**config.mk**
```make
export PLATFORM = sky130hd
export DESIGN_NAME = stack_unit
export DESIGN_NICKNAME = d
export VERILOG_FILES = /design/src/rtl/stack_pkg.sv /design/src/rtl/stack_ptr.sv /design/src/rtl/stack_seq.sv /design/src/rtl/stack_data.sv /design/src/rtl/stack_unit.sv
export SDC_FILE = /design/constraint.sdc
export NUM_CORES = 1
export LEC_CHECK = 0
export BUFFER_PORTS_ARGS = -buffer_cell sky130_fd_sc_hd__buf_4
export CAP_MARGIN = 20
export CELL_PAD_IN_SITES_DETAIL_PLACEMENT = 1
export CELL_PAD_IN_SITES_GLOBAL_PLACEMENT = 2
export CORE_MARGIN = 2
export CORE_UTILIZATION = 28
export CTS_CLUSTER_SIZE = 8
export DETAILED_ROUTE_END_ITERATION = 10
export HOLD_SLACK_MARGIN = 0.08
export PLACE_DENSITY_LB_ADDON = 0.1
export SKIP_CTS_REPAIR_TIMING = 1
export SYNTH_ARGS = -nofsm -noshare
export SYNTH_HDL_FRONTEND = slang
export SYNTH_SLANG_ARGS = --single-unit
```
**constraint.sdc**
```tcl
create_clock -name clk -period 2.5 [get_ports clk]
set_input_delay 0.5 -clock clk [delete_from_list [all_inputs] [get_ports clk]]
set_output_delay 0.5 -clock clk [all_outputs]
set_load 0.005 [all_outputs]
```
**src/rtl/stack_pkg.sv**
```systemverilog
package stack_pkg;
    typedef enum logic [2:0] {
        ST_IDLE   = 3'd0,
        ST_PUSH_A = 3'd1,
        ST_PUSH_B = 3'd2,
        ST_POP_A  = 3'd3,
        ST_POP_B  = 3'd4,
        ST_CAP    = 3'd5
    } stk_state_e;
endpackage

```
**src/rtl/stack_ptr.sv**
```systemverilog
module stack_ptr #(
    parameter int PTR_W = 8,
    parameter logic [PTR_W-1:0] RESET_PTR = 'hFD
) (
    input  logic             clk,
    input  logic             rst_n,
    input  logic             load_i,
    input  logic [PTR_W-1:0] load_val_i,
    input  logic             dec_i,
    input  logic             inc_i,
    output logic [PTR_W-1:0] sp_o
);
    typedef struct packed {
        logic [PTR_W-1:0] sp;
    } ptr_reg_t;

    ptr_reg_t r_d, r_q;

    always_comb begin
        r_d = r_q;
        if (load_i) begin
            r_d.sp = load_val_i;
        end else if (dec_i) begin
            r_d.sp = r_q.sp - 1'b1;
        end else if (inc_i) begin
            r_d.sp = r_q.sp + 1'b1;
        end
    end

    always_ff @(posedge clk) begin
        if (!rst_n) begin
            r_q.sp <= RESET_PTR;
        end else begin
            r_q <= r_d;
        end
    end

    assign sp_o = r_q.sp;
endmodule

```
**src/rtl/stack_seq.sv**
```systemverilog
module stack_seq
    import stack_pkg::*;
(
    input  logic clk,
    input  logic rst_n,
    input  logic push_i,
    input  logic pop_i,
    input  logic wide_i,
    input  logic load_i,
    output logic busy_o,
    output logic accept_push_o,
    output logic ptr_load_o,
    output logic ptr_dec_o,
    output logic ptr_inc_o,
    output logic mem_we_o,
    output logic mem_rd_o,
    output logic wr_hi_o,
    output logic cap_first_o,
    output logic cap_last_o,
    output logic wide_o,
    output logic done_o
);
    typedef struct packed {
        stk_state_e state;
        logic       wide;
        logic       done;
    } seq_reg_t;

    seq_reg_t r_d, r_q;

    always_comb begin
        r_d           = r_q;
        r_d.done      = 1'b0;
        accept_push_o = 1'b0;
        ptr_load_o    = 1'b0;
        ptr_dec_o     = 1'b0;
        ptr_inc_o     = 1'b0;
        mem_we_o      = 1'b0;
        mem_rd_o      = 1'b0;
        wr_hi_o       = 1'b0;
        cap_first_o   = 1'b0;
        cap_last_o    = 1'b0;
        unique case (r_q.state)
            ST_IDLE: begin
                if (load_i) begin
                    ptr_load_o = 1'b1;
                end else if (push_i) begin
                    accept_push_o = 1'b1;
                    r_d.wide      = wide_i;
                    r_d.state     = ST_PUSH_A;
                end else if (pop_i) begin
                    r_d.wide  = wide_i;
                    r_d.state = ST_POP_A;
                end
            end
            ST_PUSH_A: begin
                mem_we_o  = 1'b1;
                wr_hi_o   = r_q.wide;
                ptr_dec_o = 1'b1;
                if (r_q.wide) begin
                    r_d.state = ST_PUSH_B;
                end else begin
                    r_d.state = ST_IDLE;
                    r_d.done  = 1'b1;
                end
            end
            ST_PUSH_B: begin
                mem_we_o  = 1'b1;
                ptr_dec_o = 1'b1;
                r_d.state = ST_IDLE;
                r_d.done  = 1'b1;
            end
            ST_POP_A: begin
                mem_rd_o  = 1'b1;
                ptr_inc_o = 1'b1;
                r_d.state = r_q.wide ? ST_POP_B : ST_CAP;
            end
            ST_POP_B: begin
                mem_rd_o    = 1'b1;
                ptr_inc_o   = 1'b1;
                cap_first_o = 1'b1;
                r_d.state   = ST_CAP;
            end
            ST_CAP: begin
                cap_last_o = 1'b1;
                r_d.done   = 1'b1;
                r_d.state  = ST_IDLE;
            end
            default: begin
                r_d.state = ST_IDLE;
            end
        endcase
    end

    always_ff @(posedge clk) begin
        if (!rst_n) begin
            r_q.state <= ST_IDLE;
            r_q.wide  <= 1'b0;
            r_q.done  <= 1'b0;
        end else begin
            r_q <= r_d;
        end
    end

    assign busy_o = (r_q.state != ST_IDLE);
    assign wide_o = r_q.wide;
    assign done_o = r_q.done;
endmodule

```
**src/rtl/stack_data.sv**
```systemverilog
module stack_data #(
    parameter int BYTE_W = 8
) (
    input  logic                clk,
    input  logic                rst_n,
    input  logic                accept_push_i,
    input  logic [2*BYTE_W-1:0] push_val_i,
    input  logic                wr_hi_i,
    input  logic                cap_first_i,
    input  logic                cap_last_i,
    input  logic                wide_i,
    input  logic [BYTE_W-1:0]   rdata_i,
    output logic [BYTE_W-1:0]   wdata_o,
    output logic [2*BYTE_W-1:0] pop_val_o
);
    localparam int WORD_W = 2 * BYTE_W;

    typedef struct packed {
        logic [WORD_W-1:0] wbuf;
        logic [BYTE_W-1:0] lo;
        logic [BYTE_W-1:0] hi;
    } data_reg_t;

    data_reg_t r_d, r_q;

    always_comb begin
        r_d = r_q;
        if (accept_push_i) begin
            r_d.wbuf = push_val_i;
        end
        if (cap_first_i) begin
            r_d.lo = rdata_i;
        end
        if (cap_last_i) begin
            if (wide_i) begin
                r_d.hi = rdata_i;
            end else begin
                r_d.lo = rdata_i;
                r_d.hi = '0;
            end
        end
    end

    always_ff @(posedge clk) begin
        if (!rst_n) begin
            r_q <= '0;
        end else begin
            r_q <= r_d;
        end
    end

    assign wdata_o   = wr_hi_i ? r_q.wbuf[WORD_W-1:BYTE_W] : r_q.wbuf[BYTE_W-1:0];
    assign pop_val_o = {r_q.hi, r_q.lo};
endmodule

```
**src/rtl/stack_unit.sv**
```systemverilog
module stack_unit #(
    parameter int PTR_W = 8,
    parameter int PAGE_W = 8,
    parameter int BYTE_W = 8,
    parameter logic [PAGE_W-1:0] PAGE_NUM = 'h01,
    parameter logic [PTR_W-1:0] RESET_PTR = 'hFD,
    localparam int ADDR_W = PAGE_W + PTR_W,
    localparam int WORD_W = 2 * BYTE_W
) (
    input  logic              clk,
    input  logic              rst_n,
    input  logic              push_i,
    input  logic              pop_i,
    input  logic              wide_i,
    input  logic              load_i,
    input  logic [PTR_W-1:0]  load_val_i,
    input  logic [WORD_W-1:0] data_i,
    output logic [WORD_W-1:0] data_o,
    output logic              done_o,
    output logic [PTR_W-1:0]  sp_o,
    output logic [ADDR_W-1:0] mem_addr_o,
    output logic [BYTE_W-1:0] mem_wdata_o,
    output logic              mem_we_o,
    input  logic [BYTE_W-1:0] mem_rdata_i
);
    logic busy, accept_push, ptr_load, ptr_dec, ptr_inc;
    logic rd_issue, wr_hi, cap_first, cap_last, wide_q;

    stack_seq u_seq (
        .clk           (clk),
        .rst_n         (rst_n),
        .push_i        (push_i),
        .pop_i         (pop_i),
        .wide_i        (wide_i),
        .load_i        (load_i),
        .busy_o        (busy),
        .accept_push_o (accept_push),
        .ptr_load_o    (ptr_load),
        .ptr_dec_o     (ptr_dec),
        .ptr_inc_o     (ptr_inc),
        .mem_we_o      (mem_we_o),
        .mem_rd_o      (rd_issue),
        .wr_hi_o       (wr_hi),
        .cap_first_o   (cap_first),
        .cap_last_o    (cap_last),
        .wide_o        (wide_q),
        .done_o        (done_o)
    );

    stack_ptr #(.PTR_W(PTR_W), .RESET_PTR(RESET_PTR)) u_ptr (
        .clk        (clk),
        .rst_n      (rst_n),
        .load_i     (ptr_load),
        .load_val_i (load_val_i),
        .dec_i      (ptr_dec),
        .inc_i      (ptr_inc),
        .sp_o       (sp_o)
    );

    stack_data #(.BYTE_W(BYTE_W)) u_data (
        .clk           (clk),
        .rst_n         (rst_n),
        .accept_push_i (accept_push),
        .push_val_i    (data_i),
        .wr_hi_i       (wr_hi),
        .cap_first_i   (cap_first),
        .cap_last_i    (cap_last),
        .wide_i        (wide_q),
        .rdata_i       (mem_rdata_i),
        .wdata_o       (mem_wdata_o),
        .pop_val_o     (data_o)
    );

    assign mem_addr_o = {PAGE_NUM, sp_o};
endmodule

```
==> impl_metrics.json, run 1 <==
{
  "outcome": "finished clean",
  "sw_frac_of_total": 0.269,
  "dpl_cell_area_um2": 3010,
  "cts_buffer_depth": 2,
  "synth-main-ff-cell": "dfxtp_1",
  "r2r_start": "u_seq.r_q[2]",
  "synthArstFlopShare": 0,
  "p_comb_frac": 0.230,
  "critPathMaxFanout": 9,
  "ys_top_cells_by_area": "dfxtp_1, buf_4, nand2_1",
  "vias_per_cell": 4.50,
  "p_int_mw": 1.29,
  "p_sw_mw": 0.475,
  "clk_pin_slew_ns": 0.09,
  "cp.arrival_ns": 1.83,
  "cts_root_buffer": "clkbuf_8",
  "post_synth_num_cell_types": 41,
  "core_um2": 8760,
  "tightest_slew_ns": 0.654,
  "yosys_warnings": 0,
  "die_x_um": 99.1,
  "synthCells": 290,
  "nets": 389,
  "grt_pass1_vias": 2060,
  "initial_core_util": 0.289,
  "final_layout_size_suffix_gt1_frac": 0.317,
  "hp-class": "primary input to flip-flop",
  "critPathTopFamily": "simple AND/OR/NAND/NOR gates",
  "finalSetupViolations": 0,
  "io_pins": 88,
  "seqPwrFrac": 0.444,
  "area_growth_pct": 23.6,
  "cts_tree": "yes",
  "fin_crit_sh": 0.933,
  "hold_start": "load_val_i[6]",
  "drv_slew": 0,
  "worst_path_max_delay_cell": "dfxtp_1",
  "synth.most_common_cell": "nand2_1",
  "grt_use_total": 0.127,
  "fin_ws_ns": 0.168,
  "n_antenna_cell": 0,
  "peakVddDrop_uv": 194,
  "seq_area_um2": 901,
  "hold_viol_final": 0,
  "netlist_area_um2": 2530,
  "htree_levels": 2,
  "post-route-min-period_ns": 2.33,
  "maxCapViolations": 0,
  "cts_buffers": 5,
  "firstDrtPassIters": 4,
  "wl_per_cell_um": 13.5,
  "final_area_um2": 3130,
  "synth_top_area_frac": 0.356,
  "n_fill_cell": 1054,
  "synth_common_cells": "nand2_1, dfxtp_1, buf_4",
  "leakagePower_nw": 1.31,
  "reg2reg_slack_ns": 0.39,
  "maxSlewHeadroom": 0.563,
  "wl_um": 6090,
  "skew_ns": 0.00766,
  "r2r-end": "u_ptr.sp_o[4]",
  "path_cells": "nor2b_1 > and3_2 > mux2_2 > buf_4",
  "crit_start": "u_seq.r_q[2]",
  "hpwl_um": 4350,
  "overflow": 0,
  "rows": 34,
  "clkLatencyLatePin_ns": 0.29,
  "power_mw": 1.77,
  "end_kind": "primary output",
  "crit_required_ns": 2.00,
  "path_buf_inv": 1,
  "synth_edf_count": 0,
  "r2r_cells": 9,
  "grt_pass1_wl_um": 10100,
  "cts.sinks": 45,
  "drc": 0,
  "rsz0062_at_grt": "false",
  "drtIter0Drc": 54,
  "dpl_worst_slack_ns": 0.312,
  "crit_type": "flip-flop to primary output",
  "port_buffers": 79,
  "dieArea_um2": 9830,
  "ys_seq_area_frac": 0.356,
  "power_density_nw_per_um2": 565,
  "slowest_delay_ns": 0.41,
  "hold_depth": 3,
  "min_to": "u_ptr.sp_o[6]",
  "multi_input_area_um2": 1320,
  "grt_max_degree": 47,
  "p_clk_frac": 0.325,
  "max_freq_mhz": 429,
  "synth_top_cell_by_area": "dfxtp_1",
  "cp-start-kind": "flip-flop",
  "place.gp.congestion": 0.691,
  "antenna_found_initial": 0,
  "via_count": 2032,
  "ys_ff_latch": 45,
  "ant_nets": 0,
  "avgSynthCellArea_um2": 8.74,
  "die_y_um": 99.1
}
## layout make-up
type	instances	share of cell area
Clock inverter	1	0.00959
Timing Repair Buffer	86	0.206
Multi-Input combinational cell	200	0.420
Clock buffer	7	0.0276
Tap cell	108	0.0431
Sequential cell	45	0.288
Inverter	5	0.00599
## cells by family after synthesis
family,after synthesis,synth area share
compound gates,57,0.160
other cells,2,0.00296
flops,45,0.356
simple gates,98,0.190
fa+ha+maj,8,0.0425
buf+inv,51,0.135
mux,19,0.0790
xor+xnor,10,0.0346
## metal layers
metal	vias to the layer above	GRT usage	wire length [um]
met2	52	0.213	2890
met5	-	0	0
met3	4	0.0337	372
met1	933	0.163	2790
li1	1043	-	-
met4	0	0.0285	39
## flip-flops by register name (all words and copies together) (netlist names)
name	flops
u_seq.done_o	1
u_seq.r_q	3
u_ptr.sp_o	8
u_seq.wide_o	1
u_data.pop_val_o	16
u_data.r_q	16
## cell usage in the layout, fill, tap and decap left out, types with 3 or more instances in the layout
cell type,netlist,final
a21boi_0,24,24
a21oi_1,12,12
buf_4,33,86
clkbuf_8,0,6
conb_1,2,8
dfxtp_1,45,45
ha_1,7,7
inv_1,4,4
mux2_2,8,8
mux2i_1,11,11
nand2_1,55,55
nand3_1,11,11
nor2_1,7,7
nor2b_1,12,12
nor3b_1,4,4
o211ai_1,4,4
o21ai_0,5,5
xnor2_1,7,7
xor2_1,3,3
## worst max path at each step
| stage | to | slack [ns] | depth (start not counted) |
|---|---|---|---|
| 2_1_floorplan | u_ptr.sp_o[4] | 0.25 | 8 |
| 6_report | mem_wdata_o[2] | 0.17 | 4 |
| 5_1_grt | mem_wdata_o[2] | 0.02 | 4 |
| 3_5_place_dp | mem_wdata_o[2] | 0.31 | 4 |
| 3_3_place_gp | mem_wdata_o[2] | 0.35 | 4 |
| 4_1_cts | mem_wdata_o[2] | -0.03 | 4 |
## tightest hold or removal path, cell delays in order
cell	delay, ns
buf_4	0.08
a22oi_1	0.07
o211ai_1	0.08
## per-stage QoR
stage          hold WS, ns  instances   util  setup TNS (ns)
2_1_floorplan        0.440        296      -               0
3_3_place_gp         0.454        444  0.344               0
3_5_place_dp         0.460        444  0.344               0
4_1_cts              0.446        452  0.357          -0.132
5_1_grt              0.451        452  0.357               0
6_report             0.458        452  0.357               0
## power groups by stage
stage | clock (mW) | combinational, mW | sequential, mW
floorplan | 0 | 0.281 | 0.797
global placement | 0 | 0.413 | 0.803
detailed placement | 0 | 0.414 | 0.804
CTS | 0.608 | 0.417 | 0.787
global route | 0.637 | 0.463 | 0.793
finish | 0.575 | 0.407 | 0.786
(Power assumes the default switching activity.)
==> inputs of run 2 (changes only) <==
--- a/config.mk
+++ b/config.mk
@@ -5,12 +5,13 @@
 export SDC_FILE = /design/constraint.sdc
 export NUM_CORES = 1
 export LEC_CHECK = 0
+export ABC_AREA = 1
 export BUFFER_PORTS_ARGS = -buffer_cell sky130_fd_sc_hd__buf_4
 export CAP_MARGIN = 20
 export CELL_PAD_IN_SITES_DETAIL_PLACEMENT = 1
 export CELL_PAD_IN_SITES_GLOBAL_PLACEMENT = 2
 export CORE_MARGIN = 2
-export CORE_UTILIZATION = 28
+export CORE_UTILIZATION = 26
 export CTS_CLUSTER_SIZE = 8
 export DETAILED_ROUTE_END_ITERATION = 10
 export HOLD_SLACK_MARGIN = 0.08
==> run 2 against run 1 <==
Compared with the run above: maximum frequency increased by 6.8%; clock-buffer cell count decreased by 1; utilization decreased by 2.5 points; final cell count increased by 19%; register-to-register slack got worse by 0.04 ns; clock skew decreased by 0.0022 ns; wire length increased by 9.0%; global-route usage increased by 0.73 points; sequential cell count unchanged; non-clock buffer count decreased by 5; critical path depth unchanged; critical path type unchanged; critical endpoint is now mem_wdata_o[1]; largest power group unchanged.
==> impl_metrics.json, run 2 <==
{
  "grt_use_total": 0.134,
  "clk_pin_slew_ns": 0.09,
  "synth_edf_count": 0,
  "synthCells": 357,
  "n_fill_cell": 1186,
  "final_area_um2": 3070,
  "end_kind": "primary output",
  "multi_input_area_um2": 1170,
  "maxCapViolations": 0,
  "drv_slew": 0,
  "peakVddDrop_uv": 233,
  "synthArstFlopShare": 0,
  "antenna_found_initial": 0,
  "avgSynthCellArea_um2": 6.92,
  "crit_required_ns": 2.00,
  "grt_pass1_wl_um": 10900,
  "path_common_cell": "buf_4",
  "grt_pass1_vias": 2277,
  "fin_crit_sh": 0.873,
  "drtIter0Drc": 26,
  "rows": 35,
  "cp-start-kind": "flip-flop",
  "hold_viol_final": 0,
  "cts_buffer_depth": 2,
  "htree_levels": 2,
  "path_cells": "nand3_1 > buf_4 > o21ai_0 > buf_4",
  "r2r_cells": 11,
  "leakagePower_nw": 1.48,
  "finalSetupViolations": 0,
  "cp.arrival_ns": 1.68,
  "ys_seq_area_frac": 0.365,
  "mostFrequentLayoutCells": "buf_4, nand2_1, dfxtp_1",
  "port_buffers": 79,
  "ant_nets": 0,
  "synth_top_area_frac": 0.365,
  "skew_ns": 0.00548,
  "outcome": "finished clean",
  "area_growth_pct": 24.4,
  "die_x_um": 101,
  "io_pins": 88,
  "hp-class": "primary input to flip-flop",
  "post_synth_num_cell_types": 27,
  "nets": 456,
  "power_mw": 1.80,
  "core_um2": 9240,
  "synth.most_common_cell": "nand2_1",
  "vias_per_cell": 4.20,
  "wl_um": 6630,
  "ys_ff_latch": 45,
  "initial_core_util": 0.267,
  "ys_top_cells_by_area": "dfxtp_1, nand2_1, buf_4",
  "rsz0062_at_grt": "false",
  "min_to": "u_data.pop_val_o[6]",
  "cts_buffers": 5,
  "die_y_um": 101,
  "post-route-min-period_ns": 2.18,
  "synth_common_cells": "nand2_1, dfxtp_1, nor2_1",
  "drc": 0,
  "firstDrtPassIters": 4,
  "hold_depth": 3,
  "worst_path_max_delay_cell": "dfxtp_1",
  "synth_top_cell_by_area": "dfxtp_1",
  "wl_per_cell_um": 12.3,
  "max_freq_mhz": 458,
  "final_common_cell": "buf_4",
  "hpwl_um": 5080,
  "r2r-end": "u_ptr.sp_o[3]",
  "place.gp.congestion": 0.717,
  "dieArea_um2": 10300,
  "critPathTopFamily": "flip-flops",
  "hold_start": "mem_rdata_i[6]",
  "overflow": 0,
  "synth-main-ff-cell": "dfxtp_1",
  "path_buf_inv": 2,
  "final_layout_size_suffix_gt1_frac": 0.254,
  "worst-path-stages": 4,
  "cts.sinks": 45,
  "via_count": 2263,
  "r2r_start": "u_seq.r_q[2]",
  "critPathMaxFanout": 17,
  "dpl_cell_area_um2": 2980,
  "slowest_delay_ns": 0.62,
  "fin_tns_setup_ns": 0,
  "reg2reg_slack_ns": 0.35,
  "crit_type": "flip-flop to primary output",
  "seq_area_um2": 901,
  "netlist_area_um2": 2470,
  "n_antenna_cell": 0,
  "cts_tree": "yes",
  "clkLatencyLatePin_ns": 0.30,
  "cts_root_buffer": "clkbuf_8",
  "yosys_warnings": 0,
  "grt_max_degree": 35,
  "final_core_util": 0.333,
  "power_density_nw_per_um2": 586
}
[run 2: cell count changes after synthesis, moves of 13 or more]
cell and change:
a21boi_0 -24, nand3_1 +21, nor2_1 +37, nand2_1 +13
inv_1 +28, o21ai_0 +34
[run 2: cell families after synthesis]
family	synth area share
AOI/OAI and AO/OA	0.144
xor gates and xnor gates	0.00354
adders and majority gates	0.0435
buffers and inverters	0.171
DFF	0.365
other	0.00304
and+or+nand+nor	0.270
[run 2: worst max path at each step]
stage,start,end,slack [ns]
6_report,u_seq.wide_o,mem_wdata_o[1],0.32
5_1_grt,u_seq.r_q[2],u_ptr.sp_o[7],0.03
4_1_cts,u_seq.wide_o,mem_wdata_o[1],0.30
3_5_place_dp,u_seq.r_q[2],u_ptr.sp_o[3],0.33
3_3_place_gp,u_seq.r_q[2],u_ptr.sp_o[3],0.38
2_1_floorplan,u_seq.r_q[2],u_ptr.sp_o[3],0.57
[run 2: per-stage QoR]
| stage | instances | hold slack, ns | setup slack [ns] |
|---|---|---|---|
| 2_1_floorplan | 363 | 0.425 | 0.574 |
| 3_3_place_gp | 532 | 0.434 | 0.377 |
| 3_5_place_dp | 532 | 0.442 | 0.333 |
| 4_1_cts | 539 | 0.438 | 0.301 |
| 5_1_grt | 539 | 0.430 | 0.0345 |
| 6_report | 539 | 0.440 | 0.316 |
[run 2: worst min-delay path, delay by kind of cell]
| family | cells | cell delay [ns] |
|---|---|---|
| buffers and inverters | 1 | 0.08 |
| AND/OR/NAND/NOR | 2 | 0.13 |
[run 2: power breakdown]
group | leakage (nW) | total (mW) | internal, mW | switching, mW
sequential | 0.368 | 0.811 | 0.763 | 0.0472
combinational | 1.06 | 0.504 | 0.236 | 0.268
clock | 0.0433 | 0.486 | 0.219 | 0.267
[run 2: per-layer routing]
metal,wire (um),part of all wire,track usage,vias to the layer above
li1,-,-,-,1206
met5,0,0,0,-
met2,3110,0.47,0.225,49
met4,29,0.0044,0.0249,0
met1,3120,0.47,0.172,1006
met3,374,0.056,0.0400,2
[run 2: area by class of cell]
class                      count  area share
timing repair buffer          81       0.198
tap                          129      0.0525
inverter                      37      0.0468
clock inverter                 1     0.00244
multi-input combinational    240       0.381
sequential                    45       0.293
clock buffer                   6      0.0269
==> inputs of run 3 (changes only) <==
--- a/config.mk
+++ b/config.mk
@@ -5,17 +5,16 @@
 export SDC_FILE = /design/constraint.sdc
 export NUM_CORES = 1
 export LEC_CHECK = 0
-export ABC_AREA = 1
 export BUFFER_PORTS_ARGS = -buffer_cell sky130_fd_sc_hd__buf_4
 export CAP_MARGIN = 20
 export CELL_PAD_IN_SITES_DETAIL_PLACEMENT = 1
 export CELL_PAD_IN_SITES_GLOBAL_PLACEMENT = 2
 export CORE_MARGIN = 2
-export CORE_UTILIZATION = 26
+export CORE_UTILIZATION = 28
 export CTS_CLUSTER_SIZE = 8
 export DETAILED_ROUTE_END_ITERATION = 10
 export HOLD_SLACK_MARGIN = 0.08
-export PLACE_DENSITY_LB_ADDON = 0.1
+export PLACE_DENSITY = 0.77
 export SKIP_CTS_REPAIR_TIMING = 1
 export SYNTH_ARGS = -nofsm -noshare
 export SYNTH_HDL_FRONTEND = slang
==> run 3 against run 2 <==
Compared with the run above: utilization rose by 2.2 points; non-clock buffer count rose by 4; combinational power is 19% lower; final cell count is 16% lower; critical path type unchanged; critical endpoint is now mem_wdata_o[4]; highest routed layer unchanged.
==> impl_metrics.json, run 3 (same netlist as run 1, synthesis figures left out) <==
{
  "outcome": "finished clean",
  "max_freq_mhz": 424,
  "worst_path_max_delay_cell": "dfxtp_1",
  "crit_type": "flip-flop to primary output",
  "cts_buffers": 5,
  "whs_ns": 0.432,
  "cp.arrival_ns": 1.86,
  "finalSetupViolations": 0,
  "maxSlewHeadroom": 0.563,
  "slowest_delay_ns": 0.46,
  "power_mw": 1.69,
  "hpwl_um": 4530,
  "mostFrequentLayoutCells": "buf_4, nand2_1, dfxtp_1",
  "path_cells": "nor2b_1 > and3_4 > mux2_2 > buf_4",
  "grt_pass1_vias": 2118,
  "die_x_um": 99.1,
  "fin_tns_setup_ns": 0,
  "grt_pass1_wl_um": 10400,
  "htree_levels": 2,
  "crit_required_ns": 2.00,
  "drtIter0Drc": 62,
  "place.gp.congestion": 0.757,
  "core_um2": 8760,
  "io_pins": 88,
  "rows": 34,
  "final_common_cell": "buf_4",
  "die_y_um": 99.1,
  "wl_um": 6250,
  "post-route-min-period_ns": 2.36,
  "maxCapViolations": 0,
  "peakVddDrop_uv": 175,
  "fin_ws_ns": 0.139,
  "clkLatencyLatePin_ns": 0.31,
  "hp-class": "primary input to flip-flop",
  "dieArea_um2": 9830,
  "initial_core_util": 0.289,
  "final_layout_size_suffix_gt1_frac": 0.318,
  "cts_root_buffer": "clkbuf_8",
  "via_count": 2066,
  "rsz0062_at_grt": "false",
  "end_kind": "primary output",
  "nets": 388,
  "vias_per_cell": 4.58,
  "leakagePower_nw": 1.29,
  "fin_crit_sh": 0.944,
  "cts_tree": "yes",
  "n_antenna_cell": 0,
  "grt_max_degree": 47,
  "tightest_slew_ns": 0.653,
  "clk_pin_slew_ns": 0.09,
  "skew_ns": 0.00931,
  "cts_buffer_depth": 2,
  "cp-start-kind": "flip-flop",
  "hold_viol_final": 0,
  "firstDrtPassIters": 4,
  "antenna_found_initial": 0,
  "wl_per_cell_um": 13.9,
  "port_buffers": 79,
  "cts.sinks": 45,
  "drv_slew": 0,
  "critPathMaxFanout": 9,
  "dpl_worst_slack_ns": 0.251,
  "drc": 0,
  "ant_nets": 0,
  "grt_use_total": 0.130,
  "area_growth_pct": 22.6,
  "overflow": 0,
  "power_density_nw_per_um2": 544
}
run 3: stage by stage:
| step | cells | utilization | area, um2 |
|---|---|---|---|
| floorplan | 296 | - | 2560 |
| global placement | 443 | 0.343 | 3010 |
| detailed placement | 443 | 0.343 | 3010 |
| CTS | 451 | 0.354 | 3100 |
| global route | 451 | 0.354 | 3110 |
| finish | 451 | 0.354 | 3110 |
run 3: final cells by class:
class	instances	area [um2]
Timing Repair Buffer	85	638
Inverter	5	18.8
Clock buffer	5	68.8
Tap cell	108	135
Sequential cell	45	901
Fill cell	1054	5660
Clock inverter	3	25.0
Multi-Input combinational cell	200	1320
run 3: path summary, 6_finish.rpt:
check | startpoint | end | slack, ns | cells past startpoint
setup / recovery | u_seq.r_q[2] | mem_wdata_o[4] | 0.14 | 4
hold / removal | load_val_i[6] | u_ptr.sp_o[6] | 0.43 | 3
setup reg to reg | u_seq.r_q[3] | u_ptr.sp_o[6] | 0.22 | 8
hold reg to reg | u_data.r_q[28] | u_data.r_q[28] | 0.47 | 2
run 3: per-layer routing:
layer	track usage	part of all wire	vias to the layer above	wire length (um)
met3	0.0422	0.065	5	409
met5	0	0	-	0
li1	-	-	1038	-
met4	0.0285	0.0094	0	59
met1	0.168	0.46	971	2890
met2	0.214	0.46	52	2890
run 3: worst max-delay path, delay by kind of cell, from the launching register on:
kind	cells	cell delay [ns]
DFF	1	0.46
and+or+nand+nor	2	0.60
buffers and inverters	1	0.14
muxes	1	0.36
run 3: power breakdown:
group	internal, mW	switching, mW
logic	0.216	0.190
registers	0.752	0.0357
clock network	0.204	0.292
total	1.17	0.518
